===== src/rtl/sirq_pkg.sv =====
package sirq_pkg;
  typedef enum logic [2:0] {
    ST_IDLE,
    ST_START,
    ST_GAP,
    ST_DATA,
    ST_STOP,
    ST_SREC,
    ST_STA
  } sirq_state_e;
endpackage


===== src/rtl/sirq_rst_sync.sv =====
module sirq_rst_sync (
  input  logic clk,
  input  logic rst_n_async,
  output logic rst_n_sync
);
  logic [1:0] sync_q;

  always_ff @(posedge clk or negedge rst_n_async) begin
    if (!rst_n_async) sync_q <= 2'b00;
    else              sync_q <= {sync_q[0], 1'b1};
  end

  assign rst_n_sync = sync_q[1];
endmodule


===== src/rtl/sirq_seq.sv =====
module sirq_seq
  import sirq_pkg::*;
#(
  parameter int NUM_FRAMES = 21,
  parameter int START_CLKS = 4,
  localparam int FW = $clog2(NUM_FRAMES),
  localparam int CW = (START_CLKS > 3) ? $clog2(START_CLKS) : 2
) (
  input  logic          clk,
  input  logic          rst_n,
  input  logic          line_in,
  input  logic          short_stop,
  output logic          line_oe,
  output logic          sample_en,
  output logic [FW-1:0] frame_idx
);
  localparam logic [CW-1:0] START_LAST = CW'(START_CLKS - 1);
  localparam logic [FW-1:0] FRAME_LAST = FW'(NUM_FRAMES - 1);

  sirq_state_e   state_q, state_d;
  logic [CW-1:0] cnt_q, cnt_d;
  logic [1:0]    phase_q, phase_d;
  logic [FW-1:0] frame_q, frame_d;
  logic          quiet_q, quiet_d;
  logic          stop2_q, stop2_d;

  // Next-state logic
  always_comb begin
    state_d = state_q;
    cnt_d   = cnt_q;
    phase_d = phase_q;
    frame_d = frame_q;
    quiet_d = quiet_q;
    stop2_d = stop2_q;
    unique case (state_q)
      ST_IDLE: begin
        if (!quiet_q) begin
          state_d = ST_START;
          cnt_d   = '0;
        end else if (!line_in) begin
          // a device drove the first start clock; the host supplies the rest
          state_d = ST_START;
          cnt_d   = CW'(1);
        end
      end
      ST_START: begin
        if (cnt_q == START_LAST) begin
          state_d = ST_GAP;
          cnt_d   = '0;
        end else begin
          cnt_d = cnt_q + 1'b1;
        end
      end
      ST_GAP: begin
        if (cnt_q == CW'(1)) begin
          state_d = ST_DATA;
          phase_d = 2'd0;
          frame_d = '0;
        end else begin
          cnt_d = cnt_q + 1'b1;
        end
      end
      ST_DATA: begin
        if (phase_q == 2'd2) begin
          phase_d = 2'd0;
          if (frame_q == FRAME_LAST) begin
            state_d = ST_STOP;
            cnt_d   = '0;
            stop2_d = short_stop;
          end else begin
            frame_d = frame_q + 1'b1;
          end
        end else begin
          phase_d = phase_q + 1'b1;
        end
      end
      ST_STOP: begin
        if ((stop2_q && cnt_q == CW'(1)) || cnt_q == CW'(2)) begin
          state_d = ST_SREC;
          quiet_d = stop2_q;
        end else begin
          cnt_d = cnt_q + 1'b1;
        end
      end
      ST_SREC: state_d = ST_STA;
      ST_STA:  state_d = ST_IDLE;
      default: state_d = ST_IDLE;
    endcase
  end

  // State registers
  always_ff @(posedge clk or negedge rst_n) begin
    if (!rst_n) begin
      state_q <= ST_IDLE;
      cnt_q   <= '0;
      phase_q <= 2'd0;
      frame_q <= '0;
      quiet_q <= 1'b0;
      stop2_q <= 1'b0;
    end else begin
      state_q <= state_d;
      cnt_q   <= cnt_d;
      phase_q <= phase_d;
      frame_q <= frame_d;
      quiet_q <= quiet_d;
      stop2_q <= stop2_d;
    end
  end

  assign line_oe   = (state_q == ST_START) || (state_q == ST_STOP);
  assign sample_en = (state_q == ST_DATA) && (phase_q == 2'd0);
  assign frame_idx = frame_q;

  // continuous idle leads straight into a driven start clock
  a_r1_cont_start: assert property (@(posedge clk) disable iff (!rst_n)
    (state_q == ST_IDLE && !quiet_q) |=> line_oe);

  // quiet idle with a high line keeps the driver off
  a_r2_quiet_wait: assert property (@(posedge clk) disable iff (!rst_n)
    (state_q == ST_IDLE && quiet_q && line_in) |=> !line_oe);

  // the host never drives during a sample clock
  a_r4_release_sample: assert property (@(posedge clk) disable iff (!rst_n)
    sample_en |-> !line_oe);
endmodule


===== src/rtl/sirq_decode.sv =====
module sirq_decode #(
  parameter int NUM_FRAMES = 21,
  parameter int SMI_SLOT   = 2,
  parameter int PCI_BASE   = 17,
  parameter int PCI_CNT    = 4,
  localparam int FW = $clog2(NUM_FRAMES),
  localparam logic [15:0] DROP_MASK = 16'h2105 | (16'h1 << SMI_SLOT)
) (
  input  logic               clk,
  input  logic               rst_n,
  input  logic               sample_en,
  input  logic [FW-1:0]      frame_idx,
  input  logic               line_in,
  input  logic               smi_sts_clr,
  input  logic [PCI_CNT-1:0] pci_int_in_n,
  output logic [15:0]        irq_n,
  output logic               smi_req,
  output logic               smi_sts,
  output logic [PCI_CNT-1:0] pci_int_out_n
);
  logic [NUM_FRAMES-1:0] slot_q, slot_d;
  logic                  sts_q, sts_d;
  logic                  smi_hit;

  // Per-slot write: only the frame being sampled takes the line level
  for (genvar k = 0; k < NUM_FRAMES; k++) begin : g_slot
    assign slot_d[k] = (sample_en && frame_idx == FW'(k)) ? line_in : slot_q[k];
  end

  assign smi_hit = sample_en && (frame_idx == FW'(SMI_SLOT)) && !line_in;

  always_comb begin
    sts_d = smi_hit | (sts_q & ~smi_sts_clr);
  end

  always_ff @(posedge clk or negedge rst_n) begin
    if (!rst_n) begin
      slot_q <= '1;
      sts_q  <= 1'b0;
    end else begin
      slot_q <= slot_d;
      sts_q  <= sts_d;
    end
  end

  assign irq_n         = slot_q[15:0] | DROP_MASK;
  assign smi_req       = ~slot_q[SMI_SLOT];
  assign smi_sts       = sts_q;
  assign pci_int_out_n = slot_q[PCI_BASE +: PCI_CNT] & pci_int_in_n;

  // levels only move on a sample clock
  a_r5_hold_levels: assert property (@(posedge clk) disable iff (!rst_n)
    !sample_en |=> $stable(irq_n));

  // a fresh request always leaves the sticky status set
  a_r7_sts_follows_req: assert property (@(posedge clk) disable iff (!rst_n)
    $rose(smi_req) |-> smi_sts);

  // a low pin always reaches the merged output
  a_r8_pin_wins: assert property (@(posedge clk) disable iff (!rst_n)
    ((~pci_int_in_n) & pci_int_out_n) == '0);
endmodule


===== src/rtl/sirq_host.sv =====
module sirq_host #(
  parameter int NUM_FRAMES = 21,
  parameter int START_CLKS = 4,
  parameter int PCI_BASE   = 17,
  localparam int FW = $clog2(NUM_FRAMES)
) (
  input  logic       clk,
  input  logic       rst_n,
  input  logic       ser_line_in,
  output logic       ser_line_oe,
  input  logic       short_stop,
  input  logic       smi_sts_clr,
  input  logic [3:0] pci_int_in_n,
  output logic [15:0] irq_n,
  output logic       smi_req,
  output logic       smi_sts,
  output logic [3:0] pci_int_out_n
);
  logic          rst_n_s;
  logic          sample_en;
  logic [FW-1:0] frame_idx;

  sirq_rst_sync u_rst (
    .clk         (clk),
    .rst_n_async (rst_n),
    .rst_n_sync  (rst_n_s)
  );

  sirq_seq #(
    .NUM_FRAMES (NUM_FRAMES),
    .START_CLKS (START_CLKS)
  ) u_seq (
    .clk        (clk),
    .rst_n      (rst_n_s),
    .line_in    (ser_line_in),
    .short_stop (short_stop),
    .line_oe    (ser_line_oe),
    .sample_en  (sample_en),
    .frame_idx  (frame_idx)
  );

  sirq_decode #(
    .NUM_FRAMES (NUM_FRAMES),
    .SMI_SLOT   (2),
    .PCI_BASE   (PCI_BASE),
    .PCI_CNT    (4)
  ) u_dec (
    .clk           (clk),
    .rst_n         (rst_n_s),
    .sample_en     (sample_en),
    .frame_idx     (frame_idx),
    .line_in       (ser_line_in),
    .smi_sts_clr   (smi_sts_clr),
    .pci_int_in_n  (pci_int_in_n),
    .irq_n         (irq_n),
    .smi_req       (smi_req),
    .smi_sts       (smi_sts),
    .pci_int_out_n (pci_int_out_n)
  );
endmodule


===== config.mk =====
export PLATFORM = sky130hd
export DESIGN_NAME = sirq_host
export DESIGN_NICKNAME = d
export VERILOG_FILES = /design/src/rtl/sirq_pkg.sv /design/src/rtl/sirq_rst_sync.sv /design/src/rtl/sirq_seq.sv /design/src/rtl/sirq_decode.sv /design/src/rtl/sirq_host.sv
export SDC_FILE = /design/constraint.sdc
export NUM_CORES = 1
export LEC_CHECK = 0
export BUFFER_PORTS_ARGS = -buffer_cell sky130_fd_sc_hd__buf_4
export CAP_MARGIN = 30
export CORE_MARGIN = 1.5
export CORE_UTILIZATION = 35
export DETAILED_ROUTE_END_ITERATION = 8
export GPL_TIMING_DRIVEN = 0
export PLACE_DENSITY = 0.53
export SYNTH_ARGS = -nofsm -noshare
export SYNTH_HDL_FRONTEND = slang
export SYNTH_SLANG_ARGS = --single-unit

===== constraint.sdc =====
create_clock -name clk -period 2 [get_ports clk]
set_clock_uncertainty 0.2 [all_clocks]
set_input_delay 0.5 -clock clk [delete_from_list [all_inputs] [get_ports clk]]
set_output_delay 0.5 -clock clk [all_outputs]
set_load 0.005 [all_outputs]

======== Word level (Yosys, flattened, before mapping) ========
Index checks and enable logic that the tools add are counted.
word-level totals
  flip-flop bits (word level) ............. 34
  bits of input ports ..................... 9
  output and inout port bits .............. 23
  logic and storage cells ................. 124
cells by class
  add/subtract/negate cells ............... 3
  equal/unequal tests ..................... 35
  multiplexer cells ....................... 23
  bitwise gates (word level) .............. 5
  reduce and logical (&&, ||, !) cells .... 33
operator list
  operator             number
  $eq 5x4->1 const B   6
  $mux 3               7
  $eq 5x3->1 const B   4
  $eq 5x5->1 const B   4
  $logic_and 1x1->1    20
  $mux 2               9
  $pmux 3 s6           1
  $mux 5               3
  $reduce_and 6->1     2
  $eq 5x2->1 const B   2
  $ne 2x1->1 const B   5
  $pmux 2 s5           1
  $pmux 5 s2           1
  $eq 2x2->1 const B   3
  $eq 3x2->1 const B   2
  $eq 3x3->1 const B   2
  $ne 2x2->1 const B   3
  $add 5x1->5 const B  1
  $eq 5x1->1 const B   1
  $reduce_bool 5->1    1
  $add 2x1->2 const B  2
  $and 4x4->4          1
  $pmux 2 s2           1
  $reduce_and 2->1     2
  other kinds (13)     15

======== Logic depth before layout (Yosys ltp) ========
Gate-level depths: netlist of run 1.
  word-level depth ........................ 5
  gate-level depth with buffers ........... 6
  depth with buffers taken out ............ 6

======== Modules after synthesis ========
A second synthesis of run 1 with hierarchy kept.
second synthesis, totals
  cell total of the unflattened synthesis .. 194
  area total of the unflattened synthesis .. 2070.7 µm²
modules (own cells, without submodules)
  module         instances  cells each  area each (µm²)  sequential area each (µm²)
  sirq_decode    1          89          1058.5           471.7
  sirq_seq       1          102         958.4            350.3
  sirq_rst_sync  1          3           53.8             50.0

======== Least setup slack after synthesis of run 1 ========
No wires, ideal clock.
  path type ............................... register to register
  start point ............................. reg u_seq.frame_q[0], in the netlist u_seq.frame_idx[0]
  end point ............................... reg u_seq.cnt_q[1]
  library setup time ...................... 0.127 ns
  arrival ................................. 1.559 ns
  data required time ...................... 1.673 ns
  path slack .............................. 0.113 ns
  cell stages (with the launch flop) ...... 7
  buffers on the path ..................... 0
  clock period less this slack ............ 1.887 ns
  cells stage by stage .................... dfrtp_1 -> inv_1 -> ha_1 -> and4b_1 -> nand2_1 -> o211a_1 -> mux2_1
between the ends
  word-level cells in the longest chain between the ends .. 3
ends and longest elaborated chain
  what                               RTL line         source
  start, declared                    sirq_seq.sv:23   logic [FW-1:0] frame_q, frame_d;
  start signal, assigned             sirq_seq.sv:104  frame_q <= frame_d;
  $eq 5x5->1                         sirq_seq.sv:66   if (frame_q == FRAME_LAST) begin
  $ne 2x1->1 (no source line)        --
  $reduce_and 6->1 (no source line)  --
  end signal, assigned               sirq_seq.sv:102  cnt_q <= cnt_d;
  end, declared                      sirq_seq.sv:21   logic [CW-1:0] cnt_q, cnt_d;
No other way between the ends.
A chain may end at the register's enable or synchronous reset.

======== Worst setup path in the final report of run 1 ========
  start point ............................. reg u_seq.state_q[2]
  end point ............................... out ser_line_oe
between the ends
  word-level cells in the longest chain between the ends .. 2
  elaborated cells between the ends (all ways) .. 3
  those cells by class .................... eq/ne (2); reduce/logical (1)
ends and longest elaborated chain
  what                                      RTL line         source
  start, declared                           sirq_seq.sv:20   sirq_state_e state_q, state_d;
  start signal, assigned                    sirq_seq.sv:101  state_q <= state_d;
  $eq 3x1->1 or $eq 3x3->1 (tied branches)  sirq_seq.sv:110  assign line_oe = (state_q == ST_START) || (state_q == ST_STOP);
  $logic_or 1x1->1 *                        sirq_seq.sv:110
  end, declared                             sirq_host.sv:10  output logic ser_line_oe,
Every way passes the cells marked *; elsewhere a longest branch is shown, timed or not.

==> impl_results.md, run 1 <==
- Status: completed
- Drt via density: 4.87
- Syn Inst Count: 198
- Hold Violations, Final: 0
- Register area share after synthesis: 44.0%
- Max FO, Critical Path: 10
- Proportion of power drawn by combinational gates: 7.3%
- Clock tree sinks: 34
- Compound-cell area share of the yosys netlist: 10.3%
- First-pass GRT wire length: 7100 um
- Cell taking the most area after synthesis: dfstp_2
- Slew headroom: 45.5%
- Max stage delay on crit path: 0.40 ns
- Pre-CTS WS: -0.117 ns
- Layout cell share with drive strength beyond 1: 41.6%
- Initial antenna violation count: 0
- DRC viols: 0
- Asr flop ratio synth: 100%
- Adder-Cell Fraction of Synth Area: 5.05%
- GRT overflow: 0
- Terminus of the critical flop-to-flop path: u_seq.cnt_q[1]
- Crit path depth: 5
- Core Rows: 27
- Mapped cell area: 0.00198 mm^2
- Fraction of synthesized cell area in xor and xnor cells: 0.442%
- Clk Tree Root Cell: clkbuf_8
- Top post-synthesis cells by area: dfstp_2, dfrtp_1, mux2_1
- Global-route met1 utilization: 17.8%
- Routability cong.: 0.850
- Vias: 1535
- P_int: 1.03 mW
- Final Power: 1.33 mW
- Required @ worst endpoint: 1.30 ns
- EDFF count, synth: 0
- Reg2reg start: u_seq.frame_idx[0]
- Total global-route track usage: 15.0%
- Top FF cell, synth: dfstp_2
- Fin area: 0.00247 mm^2
- WHS: 0.142 ns
- Post-DRT Antenna Nets: 0
- Final slew viol count: 0
- Min cycle time layout: 1.94 ns
- Reg power frac: 55.4%
- #FFs+latches synth: 34
- Die height: 78.3 um
- Clock power share: 37.3%
- Core area: 0.00547 mm^2
- Pin count of the biggest net entering global routing: 21
- MaxCap Viol Count: 0
- Met3 Use GR: 4.19%
- CP Class: reg2out
- Worst VDD drop: 0.000286 V
- Fin util: 45.2%
- Synth unique cells: 43
- Final worst slack: 0.0633 ns
- Critical Path AT: 1.24 ns
- HPWL after detailed placement: 2870 um
- Gr busiest metal: met2
- Drt total wl: 4020 um
- Clock buffer depth: 2
- Hold WC Path Type: reg2async
- Power per cell area: 538 mW/mm^2
- Fin Setup TNS: 0 ns
- # IOs: 32
- Area grow syn2layout: 24.7%
- Leakage power: 1.08 nW
- Period Utilization, post-route: 96.8%
- Simple-Gate Fraction of Synth Area: 17.3%
- Met2 usage: 26.0%
- Yosys top cell area share: 22.5%
- Crit path buf inv count: 3
- Ant diodes: 0
- Final setup viols: 0
- Finished Layout Cells: 315
- Slowest cell on crit path: dfrtp_1
- Setup crit start kind: flip-flop
- Sw frac: 22.7%
- Clock latency on the worst-skew pair: 0.29 ns
- CTS tree: done
- Synthesized area per cell: 10.0 um^2
- WL/cell: 12.7 um
- Flop-to-flop setup slack: 0.10 ns
- F_max: 0.516 GHz
- Register-to-Register Path Depth: 6
- Cell chain of the critical path: buf_6 > inv_4 > nand2_2 > a21oi_2 > buf_4
- Initial Utilization: 36.2%
- Delay-heaviest family, CP: flip-flops
- Port buffer count: 26
- Worst-path clk slew: 0.07 ns
- Pre-antenna DRT Iters: 4
- Die area: 0.00613 mm^2
- H-tree levels: 2
- Die X: 78.3 um
- Largest family of logic cells by synthesized area: simple AND/OR/NAND/NOR gates
- Vias in the first global route: 1512
- Mux share of post-synthesis cell area: 12.4%
- DP Cell Count: 301
- Yosys warning total: 0
- Measured slew at the worst slew-check pin: 0.817 ns
- Num CTS Buffers: 5
- Placement Cell Area: 0.00230 mm^2
- Initial DRC Count: 44
- Nature of the critical path endpoint: primary output
- Nets: 259
- Post-synth top cells: dfrtp_1, dfstp_2, buf_4
- P_sw: 0.302 mW
-- worst max-delay path by stage --
stage / from / to
2_1_floorplan: u_seq.frame_idx[0] / u_seq.cnt_q[1]
3_3_place_gp: u_seq.state_q[0] / ser_line_oe
3_5_place_dp: u_seq.frame_idx[0] / u_seq.cnt_q[1]
4_1_cts: u_seq.state_q[0] / ser_line_oe
5_1_grt: u_seq.state_q[2] / ser_line_oe
6_report: u_seq.state_q[2] / ser_line_oe
-- worst register-to-register path, cell delays in order (launching register included) --
cell     delay [ns]
dfrtp_1        0.40
inv_2          0.11
ha_4           0.16
and4b_2        0.25
nand2_1        0.10
o211a_1        0.26
mux2_1         0.32
-- cell usage in the layout, fill, tap and decap left out, types with 2 or more instances in the layout --
cell,synthesis,layout
clkinv_2,0,2
and2_1,5,5
dfstp_2,17,17
ha_1,8,7
mux2_2,9,9
nor2_1,12,12
clkbuf_1,3,3
o21ai_0,9,9
mux2i_1,2,2
clkbuf_8,0,5
o31ai_1,2,2
nand2_1,12,11
inv_1,10,7
o22ai_1,4,4
buf_6,1,2
nor2b_1,3,3
nand2b_1,3,2
buf_2,5,3
dfrtp_1,17,15
inv_2,0,2
a21oi_1,8,7
nand3_1,14,14
nand4_1,6,6
dfrtp_2,0,2
conb_1,1,5
buf_4,16,49
mux2_1,11,11
-- cell families (layout without fill, tap and decap cells) --
family / after synthesis / count (layout)
AO/OA/AOI/OAI: 33 / 33
XOR/XNOR: 1 / 1
adder cells (fa/ha/maj): 8 / 8
buffers and inverters: 35 / 76
flip-flops: 34 / 34
multiplexers: 22 / 22
other: 1 / 5
AND/OR/NAND/NOR: 64 / 64
-- repair_timing --
action / 4_1_cts / 5_1_grt
endpoints found under the setup margin: 3 / 3
setup buffers: 6 / 1
hold endpoints to repair: 2 / 0
gates resized for setup: 15 / 5
pin swaps: 2 / 1
hold buffers: 1 / 0
-- per-layer routing --
layer,routed length (um),share of wire [%],up-vias
met5,0,0,-
met4,61,1.5,0
met3,187,4.7,5
met2,1990,49,32
met1,1780,44,738
li1,-,-,760
-- cell type report --
class,count,area (um^2)
inverters,10,40.0
plain buffers,23,165
clock buffers,6,72.6
fillers,557,3000
clock inverters,2,10.0
well taps,72,90.1
multi-input cells,133,948
flip-flops and latches,34,875
repair buffers,35,273
-- flip-flops by register name, indices dropped and copies added (netlist names) --
signal           cells
u_dec.smi_sts        1
u_seq.phase_q        2
u_seq.stop2_q        1
u_seq.cnt_q          2
u_seq.state_q        3
u_seq.frame_idx      5
u_dec.slot_q        17
u_rst.sync_q         2
u_seq.quiet_q        1
-- power groups by stage --
| stage | sequential, mW | clock, mW | combinational [mW] |
|---|---|---|---|
| after detailed placement | 0.750 | 0 | 0.0978 |
| after CTS | 0.738 | 0.514 | 0.0994 |
| after global routing | 0.741 | 0.542 | 0.108 |
| after global placement | 0.754 | 0 | 0.0880 |
| after floorplan | 0.747 | 0 | 0.0489 |
| final | 0.737 | 0.496 | 0.0970 |
Note: power is estimated with default switching activity, not from simulation.
==> run 2: changes to the inputs <==
Settings changed: CAP_MARGIN 30 to not set, SETUP_SLACK_MARGIN set to 0.4.
==> impl_results.md, run 2 (same netlist as run 1, synthesis figures left out) <==
- Status: complete, but fails checks (was completed)
- Failing checks: setup timing
- Setup crit start kind: flip-flop (unchanged)
- Vias: 1701 (was 1535)
- Clk Tree Root Cell: clkbuf_8 (unchanged)
- Flop-to-flop setup slack: 0.11 ns (was 0.10 ns)
- Register-to-Register Path Depth: 6 (unchanged)
- RSZ-0062 raised after global routing: yes
- Final worst slack: -0.00603 ns (was 0.0633 ns)
- DRC viols: 0 (unchanged)
- Leakage power: 1.45 nW (was 1.08 nW)
- GRT overflow: 0 (unchanged)
- CP Class: reg2out (unchanged)
- Proportion of power drawn by combinational gates: 8.8% (was 7.3%)
- Terminus of the critical flop-to-flop path: u_seq.cnt_q[1] (unchanged)
- First-pass GRT wire length: 8000 um (was 7100 um)
- Finished Layout Cells: 343 (was 315)
- Max FO, Critical Path: 2 (was 10)
- HPWL after detailed placement: 2840 um (was 2870 um)
- Drt via density: 4.96 (was 4.87)
- Final setup viols: 1 (was 0)
- Max FFs per register: 17 (unchanged)
- Layout cell share with drive strength beyond 1: 69.0% (was 41.6%)
- Commonest non-fill, non-tap cell in the layout: buf_6 (was buf_4)
- Die height: 78.3 um (unchanged)
- Final slew viol count: 0 (unchanged)
- Pin count of the biggest net entering global routing: 33 (was 21)
- Nets: 287 (was 259)
- Crit path depth: 5 (unchanged)
- Ant diodes: 0 (unchanged)
- Required @ worst endpoint: 1.30 ns (about the same)
- Total global-route track usage: 16.6% (was 15.0%)
- Clock latency on the worst-skew pair: 0.28 ns (was 0.29 ns)
- Hold Violations, Final: 0 (unchanged)
- Power per cell area: 457 mW/mm^2 (was 538 mW/mm^2)
- MaxCap Viol Count: 0 (unchanged)
- Measured slew at the worst slew-check pin: 0.689 ns (was 0.817 ns)
- Min cycle time layout: 2.01 ns (was 1.94 ns)
- Nature of the critical path endpoint: primary output (unchanged)
- Post-DRT Antenna Nets: 0 (unchanged)
- Num CTS Buffers: 5 (unchanged)
- # IOs: 32 (unchanged)
- Reg2reg start: u_seq.frame_idx[1] (was u_seq.frame_idx[0])
- Core Rows: 27 (unchanged)
- Max stage delay on crit path: 0.41 ns (was 0.40 ns)
- Slowest cell on crit path: dfrtp_2 (was dfrtp_1)
- Fin Setup TNS: -0.00603 ns (was 0 ns)
- Leading cell types in the layout, fill and taps excluded: buf_6, buf_4, mux2_4 (was buf_4, dfstp_2, dfrtp_1)
- Worst-path clk slew: 0.07 ns (about the same)
- Area grow syn2layout: 64.7% (was 24.7%)
- Slew headroom: 54.0% (was 45.5%)
- Hold WC Path Type: reg2async (unchanged)
- Die X: 78.3 um (unchanged)
- Drt total wl: 4810 um (was 4020 um)
- Clock tree sinks: 34 (unchanged)
- Port buffer count: 26 (unchanged)
- Clock buffer depth: 2 (unchanged)
- H-tree levels: 2 (unchanged)
- Delay-heaviest family, CP: flip-flops (unchanged)
- Sw frac: 20.1% (was 22.7%)
- Period Utilization, post-route: 100% (was 96.8%)
- DP Cell Count: 300 (was 301)
- Reg power frac: 50.0% (was 55.4%)
- Clock power share: 41.3% (was 37.3%)
- P_sw: 0.299 mW (was 0.302 mW)
- Worst VDD drop: 0.000287 V (was 0.000286 V)
- WL/cell: 14.0 um (was 12.7 um)
- Top reg by flops: u_dec.slot_q (unchanged)
- Core area: 0.00547 mm^2 (unchanged)
- Routability cong.: 0.856 (was 0.850)
- P_int: 1.19 mW (was 1.03 mW)
- Cell chain of the critical path: buf_6 > clkbuf_16 > nand2b_4 > a21oi_2 > buf_4 (was buf_6 > inv_4 > nand2_2 > a21oi_2 > buf_4)
- Die area: 0.00613 mm^2 (unchanged)
- CTS tree: done (unchanged)
- Initial Utilization: 36.2% (unchanged)
- F_max: 0.498 GHz (was 0.516 GHz)
- Initial DRC Count: 98 (was 44)
- Critical Path AT: 1.31 ns (was 1.24 ns)
- Vias in the first global route: 1664 (was 1512)
- Filler cells: 469 (was 557)
- Pre-antenna DRT Iters: 4 (unchanged)
- Crit path buf inv count: 3 (unchanged)
- Initial antenna violation count: 0 (unchanged)
run 2: metrics by stage:
stage                     area, um^2  setup WS, ns  power, mW  utilization, %  hold slack (ns)
after floorplan                 2020         0.192      0.796               -          0.00441
final                           3270      -0.00603       1.49            59.7            0.116
after CTS                       2990      -0.00346       1.50            54.7            0.150
after global placement          2310       0.00944      0.842            42.2           0.0840
after detailed placement        2310        0.0198      0.843            42.2           0.0853
after global routing            3270       -0.0684       1.56            59.7            0.179
run 2: what timing repair did:
action,in CTS,in global routing
endpoints found under the setup margin,58,46
endpoints found under the hold margin,2,0
buffers inserted,21,12
hold buffers,1,0
pin swaps,23,13
gates resized for setup,103,40
gates cloned,1,0
run 2: layout make-up:
class | instances | area [um^2] | share of cell area (%)
multi-input cells | 133 | 1340 | 40.9
flip-flops and latches | 34 | 876 | 26.8
repair buffers | 61 | 566 | 17.3
plain buffers | 25 | 254 | 7.77
well taps | 72 | 90.1 | 2.76
clock buffers | 7 | 76.3 | 2.34
inverters | 10 | 40.0 | 1.23
clock inverters | 1 | 30.0 | 0.919
run 2: power by group through the flow:
stage | clock, mW | sequential [mW] | combinational, mW
4_1_cts | 0.634 | 0.746 | 0.123
3_5_place_dp | 0 | 0.754 | 0.0891
6_report | 0.616 | 0.745 | 0.131
2_1_floorplan | 0 | 0.747 | 0.0489
3_3_place_gp | 0 | 0.754 | 0.0878
5_1_grt | 0.664 | 0.751 | 0.141
run 2: worst max path at each step:
stage | to | slack [ns] | startpoint
2_1_floorplan | u_seq.cnt_q[1] | 0.19 | u_seq.frame_idx[1]
3_3_place_gp | u_seq.cnt_q[1] | 0.009 | u_seq.frame_idx[1]
3_5_place_dp | u_seq.cnt_q[1] | 0.02 | u_seq.frame_idx[1]
4_1_cts | ser_line_oe | -0.003 | u_seq.state_q[0]
5_1_grt | ser_line_oe | -0.07 | u_seq.state_q[0]
6_report | ser_line_oe | -0.006 | u_seq.state_q[0]
run 2: layer usage:
metal | GRT usage, % | vias up | share of wire [%]
li1 | - | 818 | -
met1 | 20.5 | 848 | 44
met2 | 28.5 | 27 | 52
met3 | 3.02 | 8 | 2.6
met4 | 6.43 | 0 | 2.2
met5 | 0 | - | 0
